<file path="src/rtl/rbc_pkg.sv">
package rbc_pkg;
   typedef enum logic [2:0] {
      ST_IDLE,
      ST_ADDR,
      ST_TURN,
      ST_DATA,
      ST_FILL
   } rbc_state_e;

   typedef struct packed {
      logic [31:2] addr;
      logic [3:0]  be;
      logic        miss;
      logic        imiss;
      logic        burst;
   } rbc_req_t;
endpackage

</file>
<file path="src/rtl/rbc_wcnt.sv">
module rbc_wcnt #(
   parameter int CW = 2
) (
   input  logic          clk,
   input  logic          rst_n,
   input  logic          clr,
   input  logic          load,
   input  logic [CW-1:0] load_val,
   input  logic          step,
   output logic [CW-1:0] cnt
);
   always_ff @(posedge clk or negedge rst_n) begin
      if (!rst_n)     cnt <= '0;
      else if (clr)   cnt <= '0;
      else if (load)  cnt <= load_val;
      else if (step)  cnt <= cnt + 1'b1;
   end
endmodule

</file>
<file path="src/rtl/rbc_rbuf.sv">
module rbc_rbuf #(
   parameter int DW      = 32,
   parameter int DEPTH   = 4,
   parameter bit ODD_PAR = 1'b0
) (
   input  logic                     clk,
   input  logic                     wr_en,
   input  logic [$clog2(DEPTH)-1:0] wr_idx,
   input  logic [DW-1:0]            wr_data,
   input  logic [$clog2(DEPTH)-1:0] rd_idx,
   output logic [DW-1:0]            rd_data,
   output logic [DW/8-1:0]          rd_par
);
   localparam int NB = DW / 8;

   logic [DW-1:0] mem [DEPTH];

   always_ff @(posedge clk) begin
      if (wr_en) mem[wr_idx] <= wr_data;
   end

   assign rd_data = mem[rd_idx];

   for (genvar g = 0; g < NB; g++) begin : g_lane
      assign rd_par[g] = (^rd_data[g*8 +: 8]) ^ ODD_PAR;
   end
endmodule

</file>
<file path="src/rtl/rbc_phase_mux.sv">
module rbc_phase_mux
   import rbc_pkg::*;
#(
   parameter int DW = 32
) (
   input  logic          in_addr,
   input  logic          in_word,
   input  rbc_req_t      req,
   output logic [DW-1:0] ad_out,
   output logic          probe_hi,
   output logic          probe_lo
);
   always_comb begin
      ad_out   = '0;
      probe_hi = 1'b0;
      probe_lo = 1'b0;
      if (in_addr) begin
         ad_out   = {req.addr[31:4], req.be};
         probe_hi = req.miss;
         probe_lo = req.imiss;
      end else if (in_word) begin
         probe_hi = req.addr[3];
         probe_lo = req.addr[2];
      end
   end
endmodule

</file>
<file path="src/rtl/rdfill_ctrl.sv">
module rdfill_ctrl
   import rbc_pkg::*;
#(
   parameter int DW      = 32,
   parameter int DEPTH   = 4,
   parameter int TAG_LSB = 12,
   parameter bit ODD_PAR = 1'b0,
   localparam int CW     = $clog2(DEPTH),
   localparam int NB     = DW / 8
) (
   input  logic          clk,
   input  logic          rst_n,
   input  logic          req_valid,
   input  logic [31:2]   req_addr,
   input  logic [NB-1:0] req_be,
   input  logic          req_miss,
   input  logic          req_imiss,
   input  logic          cfg_dquad,
   output logic          busy,
   output logic [DW-1:0] bus_ad_out,
   output logic          bus_ad_oe,
   input  logic [DW-1:0] bus_ad_in,
   output logic          addr_strobe,
   output logic          burst_req,
   output logic [CW-1:0] word_addr,
   input  logic          word_strobe,
   input  logic          ack,
   input  logic          bus_err,
   output logic          rd_enable,
   output logic          probe_hi,
   output logic          probe_lo,
   output logic          berr_flag,
   output logic          fill_valid,
   output logic [CW-1:0] fill_idx,
   output logic [DW-1:0] fill_data,
   output logic [NB-1:0] fill_par,
   output logic          fill_tag_par
);
   initial begin
      if (DW != 32)
         $fatal(1, "rdfill_ctrl: address phase layout needs DW of 32");
      if (DEPTH < 4 || (DEPTH & (DEPTH - 1)) != 0)
         $fatal(1, "rdfill_ctrl: DEPTH must be a power of two of at least 4");
      if (TAG_LSB < 4 || TAG_LSB > 31)
         $fatal(1, "rdfill_ctrl: TAG_LSB out of range");
   end

   rbc_state_e state_q, state_d;
   rbc_req_t   req_q;
   logic       berr_q;

   logic          accept, in_data, cap, end_ok, end_err, last_fill, burst_new;
   logic [CW-1:0] wcnt, fcnt, wr_idx;

   assign accept    = (state_q == ST_IDLE) && req_valid;
   assign in_data   = (state_q == ST_DATA);
   assign cap       = in_data && word_strobe && !bus_err;
   assign end_ok    = in_data && ack && !bus_err;
   assign end_err   = in_data && bus_err;
   assign burst_new = req_miss && (req_imiss || cfg_dquad);
   assign last_fill = req_q.burst ? (fcnt == CW'(DEPTH - 1)) : 1'b1;

   always_comb begin
      state_d = state_q;
      unique case (state_q)
         ST_IDLE: if (req_valid) state_d = ST_ADDR;
         ST_ADDR: state_d = ST_TURN;
         ST_TURN: state_d = ST_DATA;
         ST_DATA: begin
            if (bus_err)  state_d = ST_IDLE;
            else if (ack) state_d = ST_FILL;
         end
         ST_FILL: if (last_fill) state_d = ST_IDLE;
         default: state_d = ST_IDLE;
      endcase
   end

   always_ff @(posedge clk or negedge rst_n) begin
      if (!rst_n) begin
         state_q <= ST_IDLE;
         req_q   <= '0;
         berr_q  <= 1'b0;
      end else begin
         state_q <= state_d;
         berr_q  <= end_err;
         if (accept) begin
            req_q.addr  <= req_addr;
            req_q.be    <= req_be;
            req_q.miss  <= req_miss;
            req_q.imiss <= req_imiss;
            req_q.burst <= burst_new;
         end
      end
   end

   rbc_wcnt #(.CW(CW)) u_word_cnt (
      .clk      (clk),
      .rst_n    (rst_n),
      .clr      (end_ok || end_err),
      .load     (accept),
      .load_val (burst_new ? '0 : req_addr[CW+1:2]),
      .step     (cap && req_q.burst),
      .cnt      (wcnt)
   );

   rbc_wcnt #(.CW(CW)) u_fill_cnt (
      .clk      (clk),
      .rst_n    (rst_n),
      .clr      (accept),
      .load     (1'b0),
      .load_val ('0),
      .step     (state_q == ST_FILL),
      .cnt      (fcnt)
   );

   assign wr_idx = req_q.burst ? wcnt : '0;

   rbc_rbuf #(.DW(DW), .DEPTH(DEPTH), .ODD_PAR(ODD_PAR)) u_rbuf (
      .clk     (clk),
      .wr_en   (cap),
      .wr_idx  (wr_idx),
      .wr_data (bus_ad_in),
      .rd_idx  (fcnt),
      .rd_data (fill_data),
      .rd_par  (fill_par)
   );

   rbc_phase_mux #(.DW(DW)) u_phase (
      .in_addr  (state_q == ST_ADDR),
      .in_word  (state_q == ST_TURN || state_q == ST_DATA),
      .req      (req_q),
      .ad_out   (bus_ad_out),
      .probe_hi (probe_hi),
      .probe_lo (probe_lo)
   );

   assign busy         = (state_q != ST_IDLE);
   assign addr_strobe  = (state_q == ST_ADDR);
   assign bus_ad_oe    = (state_q == ST_ADDR);
   assign rd_enable    = in_data;
   assign burst_req    = req_q.burst &&
                         (state_q == ST_ADDR || state_q == ST_TURN || state_q == ST_DATA);
   assign word_addr    = wcnt;
   assign berr_flag    = berr_q;
   assign fill_valid   = (state_q == ST_FILL);
   assign fill_idx     = req_q.burst ? fcnt : req_q.addr[CW+1:2];
   assign fill_tag_par = (^req_q.addr[31:TAG_LSB]) ^ ODD_PAR;
endmodule

</file>
<file path="config.mk">
export PLATFORM = sky130hd
export DESIGN_NAME = rdfill_ctrl
export DESIGN_NICKNAME = d
export VERILOG_FILES = /design/src/rtl/rbc_pkg.sv /design/src/rtl/rbc_wcnt.sv /design/src/rtl/rbc_rbuf.sv /design/src/rtl/rbc_phase_mux.sv /design/src/rtl/rdfill_ctrl.sv
export SDC_FILE = /design/constraint.sdc
export NUM_CORES = 1
export LEC_CHECK = 0
export ABC_AREA = 1
export BUFFER_PORTS_ARGS = -buffer_cell sky130_fd_sc_hd__buf_2
export CORE_MARGIN = 5
export CORE_UTILIZATION = 35
export CTS_CLUSTER_DIAMETER = 40
export DETAILED_ROUTE_END_ITERATION = 7
export SETUP_SLACK_MARGIN = 0.4
export SLEW_MARGIN = 10
export SYNTH_ARGS = -nofsm -noshare
export SYNTH_HDL_FRONTEND = slang
export SYNTH_SLANG_ARGS = --single-unit
</file>
<file path="constraint.sdc">
create_clock -name clk -period 7.7 [get_ports clk]
set_input_delay 0.77 -clock clk [delete_from_list [all_inputs] [get_ports clk]]
set_output_delay 0.77 -clock clk [all_outputs]
set_load 0.1 [all_outputs]
</file>
Word level (Yosys, flattened, before mapping)
Memory sizes are Yosys's and may differ from the RTL's.
Cells that the tools add are included.
Word-level totals
  register bits: 45
  bits in writable memories: 128
  input bits: 75
  output and inout bits: 82
  logic and storage cells: 66
  memories kept: 1
Cells by class
  add/subtract/negate cells: 2
  eq/ne operators: 8
  mux-type cells: 21
  reductions and logical operators: 25
Memories
  u_rbuf.mem: words 4, width 32, rd ports 1, clocked after memory_dff 0, wr ports 1, line rbc_rbuf.sv:16  | logic [DW-1:0] mem [DEPTH];
Operators by type and width (number)
  $mux W32: 1
  $reduce_xor A8 Y1: 4
  $reduce_xor A20 Y1: 1
  $mux W2: 8
  $pmux W3 S5: 1
  $mux W3: 4
  $logic_and A1 B1 Y1: 9
  $mux W1: 7
  $eq A3 B2 Y1 const B: 2
  $reduce_bool A3 Y1: 2
  $logic_or A1 B1 Y1: 5
  $add A2 B1 Y2 const B: 2
  $eq A3 B1 Y1 const B: 1
  $eq A3 B3 Y1 const B: 1
  $logic_not A3 Y1: 1
  $ne A3 B3 Y1 const B: 1
  $reduce_and A3 Y1: 1
  $eq A2 B2 Y1 const B: 1
  $ne A2 B1 Y1 const B: 1
  $ne A2 B2 Y1 const B: 1
  $reduce_bool A2 Y1: 1
  $logic_not A1 Y1: 1

Longest topological paths before layout
Gate-level depths: netlist of the first run.
  depth after elaboration: 7
  mapped depth: 14
  mapped depth without buffers: 12

Hierarchy
From an unflattened synthesis of the first run, not the netlist that was laid out.
Unflattened totals
  cell total of the unflattened synthesis: 945
  area, all modules: 8333.0 sq um
Modules (own cells, without submodules)
  rbc_rbuf: instances 1, cells each 544, area an instance 5669.2 sq um, sequential area each 3843.7 sq um
  rdfill_ctrl: instances 1, cells each 282, area an instance 2088.3 sq um, sequential area each 1026.0 sq um
  rbc_phase_mux: instances 1, cells each 75, area an instance 310.3 sq um, sequential area each 0.0 sq um
  rbc_wcnt: instances 2, cells each 22, area an instance 132.6 sq um, sequential area each 50.0 sq um

Worst setup path before layout of the first run
No wires, ideal clock.
  path kind: register to output
  from: reg state_q[1]
  to: out bus_ad_out[0]
  arrival: 4.655 ns
  required time: 6.930 ns
  slack: 2.275 ns
  cell stages (with the launch flop): 5
  buffers on the path: 1
  path through: dfrtp_1 nor3_1 inv_1 clkbuf_1 nor2_1
On the way
  word-level cells in the longest chain between the ends: 2
RTL lines
  from (decl): line rdfill_ctrl.sv:48  | rbc_state_e state_q, state_d;
  from (signal assigned): line rdfill_ctrl.sv:84  | state_q <= state_d;
  $eq A3 B1 Y1
  via addr_strobe: line rdfill_ctrl.sv:23  | output logic addr_strobe,
  $mux W32: line rbc_phase_mux.sv:17  | if (in_addr) begin
  to (decl): line rdfill_ctrl.sv:20  | output logic [DW-1:0] bus_ad_out,
The timed path passes the listed nets, and every way through them passes these cells.

Worst setup path after layout of the first run
  from: reg u_fill_cnt.cnt[1]
  to: out fill_par[1]
On the way
  word-level cells in the longest chain between the ends: 2
RTL lines
  from (decl): line rbc_wcnt.sv:10  | output logic [CW-1:0] cnt
  from (signal assigned): line rbc_wcnt.sv:15  | else if (load) cnt <= load_val;
  from (signal assigned): line rbc_wcnt.sv:16  | else if (step) cnt <= cnt + 1'b1;
  $mem_v2 Z4 W32
  $reduce_xor A8 Y1: line rbc_rbuf.sv:25  | assign rd_par[g] = (^rd_data[g*8 +: 8]) ^ ODD_PAR;
  to (decl): line rdfill_ctrl.sv:36  | output logic [NB-1:0] fill_par,
Every way passes these cells.

==> results of run 1 <==
registers in the layout (all words and copies together) (netlist names):
signal          count
u_fill_cnt.cnt      2
u_word_cnt.cnt      2
u_rbuf.mem        128
berr_flag           1
state_q             3
req_q              37
synthesized netlist by cell type:
master and number:
sky130_fd_sc_hd__nand2_1 458, sky130_fd_sc_hd__edfxtp_1 128, sky130_fd_sc_hd__nand3_1 79, sky130_fd_sc_hd__inv_1 66, sky130_fd_sc_hd__dfrtp_1 45, sky130_fd_sc_hd__nor2_1 44, sky130_fd_sc_hd__o21ai_0 43, sky130_fd_sc_hd__inv_2 16
sky130_fd_sc_hd__buf_2 15, sky130_fd_sc_hd__clkbuf_1 9, sky130_fd_sc_hd__xnor2_1 9, sky130_fd_sc_hd__xor2_1 8, sky130_fd_sc_hd__buf_6 6, sky130_fd_sc_hd__buf_4 4, sky130_fd_sc_hd__nor3_1 4, sky130_fd_sc_hd__a21oi_1 2
sky130_fd_sc_hd__buf_1 2, sky130_fd_sc_hd__nand4_1 2, sky130_fd_sc_hd__o22ai_1 2, sky130_fd_sc_hd__a22o_1 1, sky130_fd_sc_hd__ha_1 1, sky130_fd_sc_hd__o31ai_1 1
cell type report:
cell class              count  area [sq um]  area share
repair buffers            161           818      0.0831
inverters                  82           308      0.0312
clock buffers              17           425      0.0432
flip-flops and latches    173          4970       0.505
clock inverters            15           168      0.0170
multi-input cells         654          2760       0.280
well taps                 319           399      0.0405
metal layers:
metal  track usage  part of all wire  wire (um)
met2         0.242              0.46       8980
met1         0.187              0.44       8520
met5             0            0.0017         33
met4        0.0454             0.016        302
met3        0.0502             0.080       1550
worst max-delay path by stage:
stage                               end  slack (ns)
final                       fill_par[1]        3.50
after global routing        fill_par[2]        3.24
after CTS                   fill_par[1]        3.45
after detailed placement    fill_par[1]        3.92
after global placement      fill_par[1]        3.98
after floorplan           bus_ad_out[0]        2.27
metrics by stage:
step           setup WS (ns)  hold WS, ns   util
2_1_floorplan           2.27        0.442      -
3_3_place_gp            3.98        0.460  0.397
3_5_place_dp            3.92        0.459  0.397
4_1_cts                 3.45        0.477  0.422
5_1_grt                 3.24        0.530  0.422
6_report                3.50        0.479  0.422
cells by family after synthesis:
| logic type | after synthesis | synth area share |
|---|---|---|
| AO/OA/AOI/OAI | 49 | 0.0309 |
| XOR/XNOR | 17 | 0.0181 |
| adder cells (fa/ha/maj) | 1 | 0.00152 |
| buffers and inverters | 118 | 0.0635 |
| flip-flops | 173 | 0.605 |
| AND/OR/NAND/NOR | 587 | 0.281 |
worst reg2reg max path: stages, from the launching register on:
cell,delay (ns)
sky130_fd_sc_hd__dfrtp_1,0.41
sky130_fd_sc_hd__inv_1,0.13
sky130_fd_sc_hd__nand3_1,0.15
sky130_fd_sc_hd__inv_1,0.14
sky130_fd_sc_hd__nand3_1,0.21
sky130_fd_sc_hd__nor2_4,0.88
==> results.json, run 1 <==
{
  "first_iter_violations": 280,
  "number_of_cells_on_the_critical_path": 11,
  "worst-path-buf-inv": 3,
  "final_max_slew_viol_count": 0,
  "mostFrequentLayoutCell": "sky130_fd_sc_hd__nand2_1",
  "placeableCoreArea_sq_mm": 0.0233,
  "post_dp_cell_area_sq_mm": 0.00926,
  "critPathTopFamily": "buffers and inverters",
  "yosys_warnings": 0,
  "layout_min_cycle_time_ns": 4.20,
  "place.port_buffers": 156,
  "final-setup-viol-count": 0,
  "antenna-diode-count": 0,
  "worstHoldEndpoint": "req_q[1]",
  "crit_path_start_kind": "flip-flop",
  "die-height_um": 163,
  "syn-instance-count": 945,
  "synth_top_cell_by_area": "sky130_fd_sc_hd__edfxtp_1",
  "criticalPathCategory": "flip-flop to output port",
  "first_global_vias": 6168,
  "numCtsBuffers": 17,
  "die-width_um": 163,
  "worst-r2r-setup-slack_ns": 5.39,
  "initial_antenna_violation_count": 3,
  "clk_transition_reported_paths_ns": 0.07,
  "io_pins": 157,
  "crit_chain": "inv_2, nand3_1, nand2_1, inv_1, nand2_1, nand2_1, nand2_1, nand2_1, nand2_1, nand2_1, buf_2",
  "synth_top_cell_area_share": 0.468,
  "final_min_period_over_clock_period": 0.546,
  "worst_path_largest_cell_delay_ns": 1.07,
  "num_vias": 6484,
  "yosysSeqAreaShare": 0.605,
  "rsz0062_at_grt": "no",
  "max_freq_ghz": 0.238,
  "totalNegativeSetupSlack_ns": 0,
  "crit_start": "u_fill_cnt.cnt[1]",
  "placer_congestion": 0.823,
  "synth-seq-cells": 173,
  "tritoncts": "done",
  "die_area_sq_mm": 0.0266,
  "place_inst": 1389,
  "nets": 1165,
  "fraction_of_layout_instances_using_a_drive_strength_above_1": 0.196,
  "critPathCaptureType": "output port",
  "synth_cell_type_count": 22,
  "number_of_rows_in_the_core_area": 56,
  "run_status": "finished, final reports clean",
  "cp_dominant_cell_by_count": "sky130_fd_sc_hd__nand2_1",
  "clock-root-buffer": "sky130_fd_sc_hd__clkbuf_16",
  "fillers": 2341,
  "cts.repair.resized": 0,
  "post_synthesis_average_cell_area_sq_um": 8.70,
  "synthToLayoutAreaGrowth_pct": 19.9,
  "detailedRoute.firstPassIterationCount": 4,
  "overflow": 0,
  "avgViaCountPerCell": 4.56,
  "global_route.usage.total": 0.148,
  "post_layout_nonfiller_instances": 1421,
  "starting_density_of_the_core": 0.352,
  "numClockSinks": 173,
  "grt_pass1_wl_um": 31100,
  "arrival_time_of_data_at_the_critical_path_endpoint_ns": 3.43,
  "final-hold-violation-count": 0,
  "synth_nets": 1021,
  "drt_wl_cell_um": 13.6,
  "synthTopCellsByArea": "sky130_fd_sc_hd__edfxtp_1 (47%), sky130_fd_sc_hd__nand2_1 (21%), sky130_fd_sc_hd__dfrtp_1 (14%)",
  "slew_margin_rel": 0.209,
  "worstPathMaxFanout": 50,
  "worst-slew-pin-transition_ns": 1.19,
  "worstRegToRegCells": 5,
  "timing.critical_path.required_ns": 6.93,
  "r2r_end": "u_rbuf.mem[0][11]",
  "detailed_place_hpwl_um": 12700,
  "layout.cells.most_common_list": "sky130_fd_sc_hd__nand2_1 (458), sky130_fd_sc_hd__buf_2 (156), sky130_fd_sc_hd__edfxtp_1 (128)",
  "timing.max_cap.violations": 0,
  "detail-route-antenna-nets": 0,
  "final_area_sq_mm": 0.00985,
  "crit_slowest_cell": "sky130_fd_sc_hd__dfrtp_2",
  "cell_area_after_synthesis_sq_mm": 0.00822,
  "cts.hold.buffers_added": 0,
  "drc_errors": 0,
  "hp-start": "req_q[1]",
  "clkLatencyLatePin_ns": 0.43,
  "wirelength_um": 19400,
  "finClkSkew_ns": 0.0114,
  "grt_max_degree": 71,
  "cts_setup_buffers": 0,
  "worst_r2r_startpoint": "state_q[2]",
  "min_delay_path_depth": 2,
  "hold_crit_path_type": "flip-flop to flip-flop",
  "cts_htree_levels": 4,
  "cts.path.max_buffers": 2
}
Power of run 1 is not shown: default switching activity piles up to over one toggle a cycle in this logic, so the estimate is an artifact.
==> inputs of run 2 (changes only) <==
--- a/config.mk
+++ b/config.mk
@@ -5,7 +5,7 @@
 export SDC_FILE = /design/constraint.sdc
 export NUM_CORES = 1
 export LEC_CHECK = 0
-export ABC_AREA = 1
+export ABC_AREA = 0
 export BUFFER_PORTS_ARGS = -buffer_cell sky130_fd_sc_hd__buf_2
 export CORE_MARGIN = 5
 export CORE_UTILIZATION = 35
==> constraint.sdc (replaced) <==
create_clock -name clk -period 4 [get_ports clk]
set_input_delay 0.4 -clock clk [delete_from_list [all_inputs] [get_ports clk]]
set_output_delay 0.4 -clock clk [all_outputs]
set_load 0.1 [all_outputs]
==> run 2 against run 1 <==
Hold slack lost 0.32 ns. Global-route usage shrank 0.88 points. Final area shrank 9.4%. Non-clock buffer count shrank 2. First-iteration DRC count shrank 26%. Utilization grew 1.8 points. Critical path type unchanged. Critical endpoint is now fill_par[0]. Highest routed layer unchanged.
==> results.json, run 2 <==
{
  "overflow": 0,
  "finClkSkew_ns": 0.0129,
  "global_route.usage.met2": 0.229,
  "async_reset_ff_frac": 0.260,
  "globalRoute.busiestLayer": "met2",
  "synth_cell_type_count": 33,
  "groute.layer.met3.usage": 0.0616,
  "arrival_time_of_data_at_the_critical_path_endpoint_ns": 2.94,
  "drc_errors": 0,
  "synthToLayoutAreaGrowth_pct": 23.0,
  "synthTopCellsByArea": "sky130_fd_sc_hd__edfxtp_1 (53%), sky130_fd_sc_hd__dfrtp_1 (16%), sky130_fd_sc_hd__mux4_2 (9.6%)",
  "worst_path_largest_cell_delay_ns": 0.61,
  "cell_area_after_synthesis_sq_mm": 0.00726,
  "layout_min_cycle_time_ns": 3.34,
  "cts.path.max_buffers": 2,
  "die-width_um": 154,
  "rsz0062_at_grt": "no",
  "place.port_buffers": 156,
  "nets": 698,
  "tritoncts": "done",
  "worst_r2r_startpoint": "state_q[2]",
  "detailedRoute.firstPassIterationCount": 5,
  "criticalPathCategory": "flip-flop to output port",
  "numCtsBuffers": 17,
  "worst-slew-pin-transition_ns": 1.09,
  "post_synthesis_average_cell_area_sq_um": 15.6,
  "registers.top_by_ff_count": "u_rbuf.mem",
  "cts.hold.buffers_added": 0,
  "largest_reg_flops": 128,
  "final-hold-violation-count": 0,
  "synth_flop_cell": "sky130_fd_sc_hd__edfxtp_1",
  "worstRegToRegCells": 3,
  "synthTopCellsByCount": "sky130_fd_sc_hd__edfxtp_1 (128), sky130_fd_sc_hd__nand2_1 (114), sky130_fd_sc_hd__dfrtp_1 (45), sky130_fd_sc_hd__and2_1 (35), sky130_fd_sc_hd__mux4_2 (31)",
  "numClockSinks": 173,
  "syn-instance-count": 466,
  "layout.cells.most_common_list": "sky130_fd_sc_hd__buf_2 (156), sky130_fd_sc_hd__edfxtp_1 (128), sky130_fd_sc_hd__nand2_1 (114)",
  "timing.max_cap.violations": 0,
  "final_min_period_over_clock_period": 0.835,
  "mostFrequentLayoutCell": "sky130_fd_sc_hd__buf_2",
  "r2r_end": "u_rbuf.mem[1][0]",
  "run_status": "finished, final reports clean",
  "grt_use_met1": 0.171,
  "num_vias": 4226,
  "placeableCoreArea_sq_mm": 0.0203,
  "slew_margin_rel": 0.273,
  "crit_slowest_cell": "sky130_fd_sc_hd__dfrtp_4",
  "worst-r2r-setup-slack_ns": 1.41,
  "crit_path_start_kind": "flip-flop",
  "totalNegativeSetupSlack_ns": 0,
  "synthMostInstantiatedCell": "sky130_fd_sc_hd__edfxtp_1",
  "antenna-diode-count": 0,
  "synth_top_cell_by_area": "sky130_fd_sc_hd__edfxtp_1",
  "yosys_warnings": 0,
  "drt_wl_cell_um": 17.6,
  "clock-root-buffer": "sky130_fd_sc_hd__clkbuf_16",
  "final_util": 0.440,
  "avgViaCountPerCell": 4.67,
  "fraction_of_layout_instances_using_a_drive_strength_above_1": 0.389,
  "synth_nets": 542,
  "die_area_sq_mm": 0.0237,
  "die-height_um": 154,
  "final_max_slew_viol_count": 0,
  "synth-seq-cells": 173,
  "cts_htree_levels": 4,
  "max_freq_ghz": 0.299,
  "starting_density_of_the_core": 0.358,
  "clk_transition_reported_paths_ns": 0.07,
  "hold_crit_path_type": "input port to asynchronous set/reset pin",
  "first_iter_violations": 208,
  "synth_top_cell_area_share": 0.530,
  "clkLatencyLatePin_ns": 0.42,
  "critPathCaptureType": "output port",
  "cp_dominant_cell_by_count": "sky130_fd_sc_hd__xnor2_2",
  "wirelength_um": 15900,
  "final-setup-viol-count": 0,
  "number_of_enable_flip_flop_cells_after_synthesis": 128,
  "worstPathMaxFanout": 21,
  "grt_pass1_wl_um": 25700,
  "first_global_vias": 4691,
  "crit_chain": "buf_12, mux4_2, xnor2_2, xnor2_1, xnor2_2, buf_2",
  "detailed_place_hpwl_um": 11000,
  "grt_max_degree": 46,
  "cts_setup_buffers": 0,
  "yosysSeqAreaShare": 0.685,
  "number_of_rows_in_the_core_area": 52,
  "io_pins": 157,
  "reg.largest.list": "u_rbuf.mem: 128 flops, req_q: 37 flops, state_q: 3 flops",
  "timing.critical_path.required_ns": 3.60,
  "placer_congestion": 0.775,
  "initial_antenna_violation_count": 3,
  "detail-route-antenna-nets": 0,
  "global_route.usage.total": 0.140,
  "final.hold.worst_slack_ns": 0.154
}
==> run 2: cell types whose count changed in the layout (fill, tap and decap cells not counted), moves of 4 or more <==
cell,previous run,this run
sky130_fd_sc_hd__nor2_1,41,8
sky130_fd_sc_hd__nand3_1,79,1
sky130_fd_sc_hd__and2_1,0,33
sky130_fd_sc_hd__mux4_2,0,31
sky130_fd_sc_hd__nand2_1,458,114
sky130_fd_sc_hd__inv_2,16,0
sky130_fd_sc_hd__xnor2_1,9,25
sky130_fd_sc_hd__inv_6,2,6
sky130_fd_sc_hd__inv_1,66,4
sky130_fd_sc_hd__xnor2_2,0,16
sky130_fd_sc_hd__o21ai_0,43,5
==> run 2: critical path, delay by kind of cell, from the launching register on <==
kind	cells	cell delay, ns
xor gates and xnor gates	3	0.63
buffers and inverters	2	0.68
muxes	1	0.58
DFF	1	0.61
==> run 2: kinds of logic (layout without fill, tap and decap cells) <==
logic type | after synthesis | in the layout | synth area share
compound gates | 14 | 14 | 0.0122
xor+xnor | 48 | 48 | 0.0722
fa+ha+maj | 1 | 1 | 0.00172
buf+inv | 26 | 195 | 0.0205
flops | 173 | 173 | 0.685
mux | 34 | 34 | 0.103
simple gates | 170 | 170 | 0.106
==> run 2: layer usage <==
| metal | up-vias | wire (um) |
|---|---|---|
| li1 | 1973 | - |
| met1 | 2074 | 6530 |
| met2 | 157 | 7840 |
| met3 | 16 | 1420 |
| met4 | 6 | 117 |
| met5 | - | 28 |
==> run 2: per-stage QoR <==
stage	setup slack [ns]	std cells	area, sq um
global placement	1.03	873	8320
detailed placement	0.922	873	8320
global route	0.487	905	8930
finish	0.659	905	8930
floorplan	0.603	466	7290
CTS	0.455	905	8920
==> run 2: repair_timing <==
action / 4_1_cts / 5_1_grt
endpoints found under the setup margin: 0 / 2
resized for setup: 0 / 1
endpoints found under the hold margin: 0 / 0
==> run 2: area by class of cell <==
cell class | count | area [sq um]
inverters | 4 | 15.0
clock inverters | 14 | 171
repair buffers | 159 | 816
fillers | 1878 | 11400
clock buffers | 18 | 429
well taps | 270 | 338
multi-input cells | 267 | 2180
flip-flops and latches | 173 | 4970
==> run 2: how the worst max path moves through the flow <==
stage,start,end,depth (start not counted)
floorplan,u_fill_cnt.cnt[0],fill_par[0],5
global placement,u_fill_cnt.cnt[0],fill_par[2],6
detailed placement,u_fill_cnt.cnt[0],fill_par[0],6
CTS,u_fill_cnt.cnt[0],fill_par[0],6
global route,u_fill_cnt.cnt[0],fill_par[2],6
finish,u_fill_cnt.cnt[0],fill_par[0],6
Power of run 2 is left out for the same reason.
==> inputs of run 3 (changes only) <==
--- a/config.mk
+++ b/config.mk
@@ -5,7 +5,7 @@
 export SDC_FILE = /design/constraint.sdc
 export NUM_CORES = 1
 export LEC_CHECK = 0
-export ABC_AREA = 0
+export ABC_AREA = 1
 export BUFFER_PORTS_ARGS = -buffer_cell sky130_fd_sc_hd__buf_2
 export CORE_MARGIN = 5
 export CORE_UTILIZATION = 35
==> constraint.sdc (replaced) <==
create_clock -name clk -period 3.1 [get_ports clk]
set_input_delay 0.31 -clock clk [delete_from_list [all_inputs] [get_ports clk]]
set_output_delay 0.31 -clock clk [all_outputs]
set_load 0.1 [all_outputs]
==> run 3 against run 2 <==
Register-to-register slack worse by 0.53 ns. Setup slack worse by 0.087 ns. Non-clock buffer count is 14 higher. Critical path depth up 8. Final area grew 17%. Final cell count rose by 58%. Clock-buffer cell count down 1. Critical endpoint unchanged. Largest cell class unchanged.
==> results.json, run 3 (synthesis results as in run 1) <==
{
  "run_status": "finished, final reports clean",
  "clock-root-buffer": "sky130_fd_sc_hd__clkbuf_16",
  "cts.path.max_buffers": 2,
  "finClkSkew_ns": 0.0104,
  "cts_htree_levels": 4,
  "detailedRoute.firstPassIterationCount": 5,
  "global_route.usage.total": 0.154,
  "slew_margin_rel": 0.443,
  "grt_pass1_wl_um": 32200,
  "number_of_rows_in_the_core_area": 56,
  "hp-start": "bus_err",
  "totalNegativeSetupSlack_ns": 0,
  "rsz0062_at_grt": "no",
  "first_global_vias": 6239,
  "register_area_sq_mm": 0.00497,
  "layout_min_cycle_time_ns": 2.53,
  "place.port_buffers": 156,
  "placeableCoreArea_sq_mm": 0.0233,
  "die-width_um": 163,
  "die_area_sq_mm": 0.0266,
  "grt_max_degree": 71,
  "first_iter_violations": 325,
  "worst_r2r_startpoint": "state_q[2]",
  "timing.max_cap.violations": 0,
  "drt_wl_cell_um": 14.1,
  "initial_antenna_violation_count": 0,
  "final-hold-violation-count": 0,
  "worst-r2r-setup-slack_ns": 0.88,
  "nets": 1177,
  "avgViaCountPerCell": 4.55,
  "worst-slew-pin-transition_ns": 0.836,
  "die-height_um": 163,
  "area_used_by_multi_input_combinational_logic_sq_mm": 0.00305,
  "antenna-diode-count": 0,
  "num_vias": 6514,
  "max_freq_ghz": 0.395,
  "tritoncts": "done",
  "numCtsBuffers": 17,
  "detailed_place_hpwl_um": 13600,
  "clk_transition_reported_paths_ns": 0.07,
  "criticalPathCategory": "flip-flop to output port",
  "detail-route-antenna-nets": 0,
  "io_pins": 157,
  "arrival_time_of_data_at_the_critical_path_endpoint_ns": 2.22,
  "wirelength_um": 20300,
  "mostFrequentLayoutCell": "sky130_fd_sc_hd__nand2_1",
  "fillers": 2304,
  "timing.critical_path.required_ns": 2.79,
  "reg.largest.list": "u_rbuf.mem: 128 flops, req_q: 37 flops, state_q: 3 flops",
  "overflow": 0,
  "synthToLayoutAreaGrowth_pct": 26.9,
  "layout.cells.most_common_list": "sky130_fd_sc_hd__nand2_1 (446), sky130_fd_sc_hd__buf_2 (152), sky130_fd_sc_hd__edfxtp_1 (128)",
  "final_max_slew_viol_count": 0,
  "starting_density_of_the_core": 0.352,
  "clkLatencyLatePin_ns": 0.43,
  "registers.top_by_ff_count": "u_rbuf.mem",
  "numClockSinks": 173,
  "drc_errors": 0,
  "final_min_period_over_clock_period": 0.816,
  "final-setup-viol-count": 0,
  "crit_start": "u_fill_cnt.cnt[0]",
  "critPathCaptureType": "output port",
  "crit_path_start_kind": "flip-flop",
  "largest_reg_flops": 128,
  "fraction_of_layout_instances_using_a_drive_strength_above_1": 0.246,
  "worstPathMaxFanout": 18,
  "placer_congestion": 0.775,
  "hold_crit_path_type": "input port to flip-flop"
}
[run 3: changes by cell type in the layout (fill, tap and decap cells not counted), sizes merged, moves of 35 or more]
cell,previous run,this run
nand2,114,458
nand3,1,79
inv,13,85
o21ai,5,43
nor2,8,44
and2,35,0
[run 3: worst max-delay path: stages (launching register included)]
cell                        delay, ns
sky130_fd_sc_hd__dfrtp_2         0.48
sky130_fd_sc_hd__buf_4           0.18
sky130_fd_sc_hd__clkbuf_16       0.18
sky130_fd_sc_hd__nand2_1         0.09
sky130_fd_sc_hd__nand2_1         0.06
sky130_fd_sc_hd__nand2_1         0.07
sky130_fd_sc_hd__nand2_2         0.06
sky130_fd_sc_hd__nand2_1         0.05
sky130_fd_sc_hd__nand2_1         0.08
sky130_fd_sc_hd__inv_1           0.08
sky130_fd_sc_hd__nand2_1         0.05
sky130_fd_sc_hd__nand2_1         0.05
sky130_fd_sc_hd__nand2_1         0.05
sky130_fd_sc_hd__nand2_1         0.12
sky130_fd_sc_hd__buf_12          0.19
[run 3: timing repair]
item / 4_1_cts / 5_1_grt
hold buffers: 1 / 0
hold endpoints to repair: 23 / 0
gates cloned: 0 / 2
resized for setup: 5 / 11
setup endpoints to repair: 4 / 4
setup buffers: 0 / 1
[run 3: layout make-up]
class,instances,share of cell area
clock inverter,15,0.0178
sequential,173,0.477
timing repair buffer,173,0.103
multi-input combinational,654,0.292
clock buffer,17,0.0408
tap,319,0.0383
inverter,82,0.0315
[run 3: stage by stage]
step	instance area [sq um]	utilization	worst slack [ns]	instances	hold WS, ns
floorplan	8540	-	0.0834	945	0.0144
global placement	9710	0.416	0.738	1397	0.458
detailed placement	9710	0.416	0.678	1397	0.463
CTS	10300	0.444	0.408	1430	0.0466
global route	10400	0.447	0.389	1433	0.0654
finish	10400	0.447	0.571	1433	0.0767
[run 3: metal layers]
layer	vias up	wire length, um	global-route usage
li1	3343	-	-
met1	2976	9350	0.207
met2	180	9190	0.241
met3	15	1520	0.0479
met4	0	215	0.0438
met5	-	0	0
[run 3: worst paths after layout]
kind | end | depth (start not counted)
max | fill_par[0] | 14
max reg2reg | u_rbuf.mem[3][19] | 6
min in group asynchronous | req_q[12] | 2
min | state_q[2] | 2
max in group asynchronous | req_q[27] | 3
min reg2reg | req_q[2] | 2
Power of run 3 is left out for the same reason.
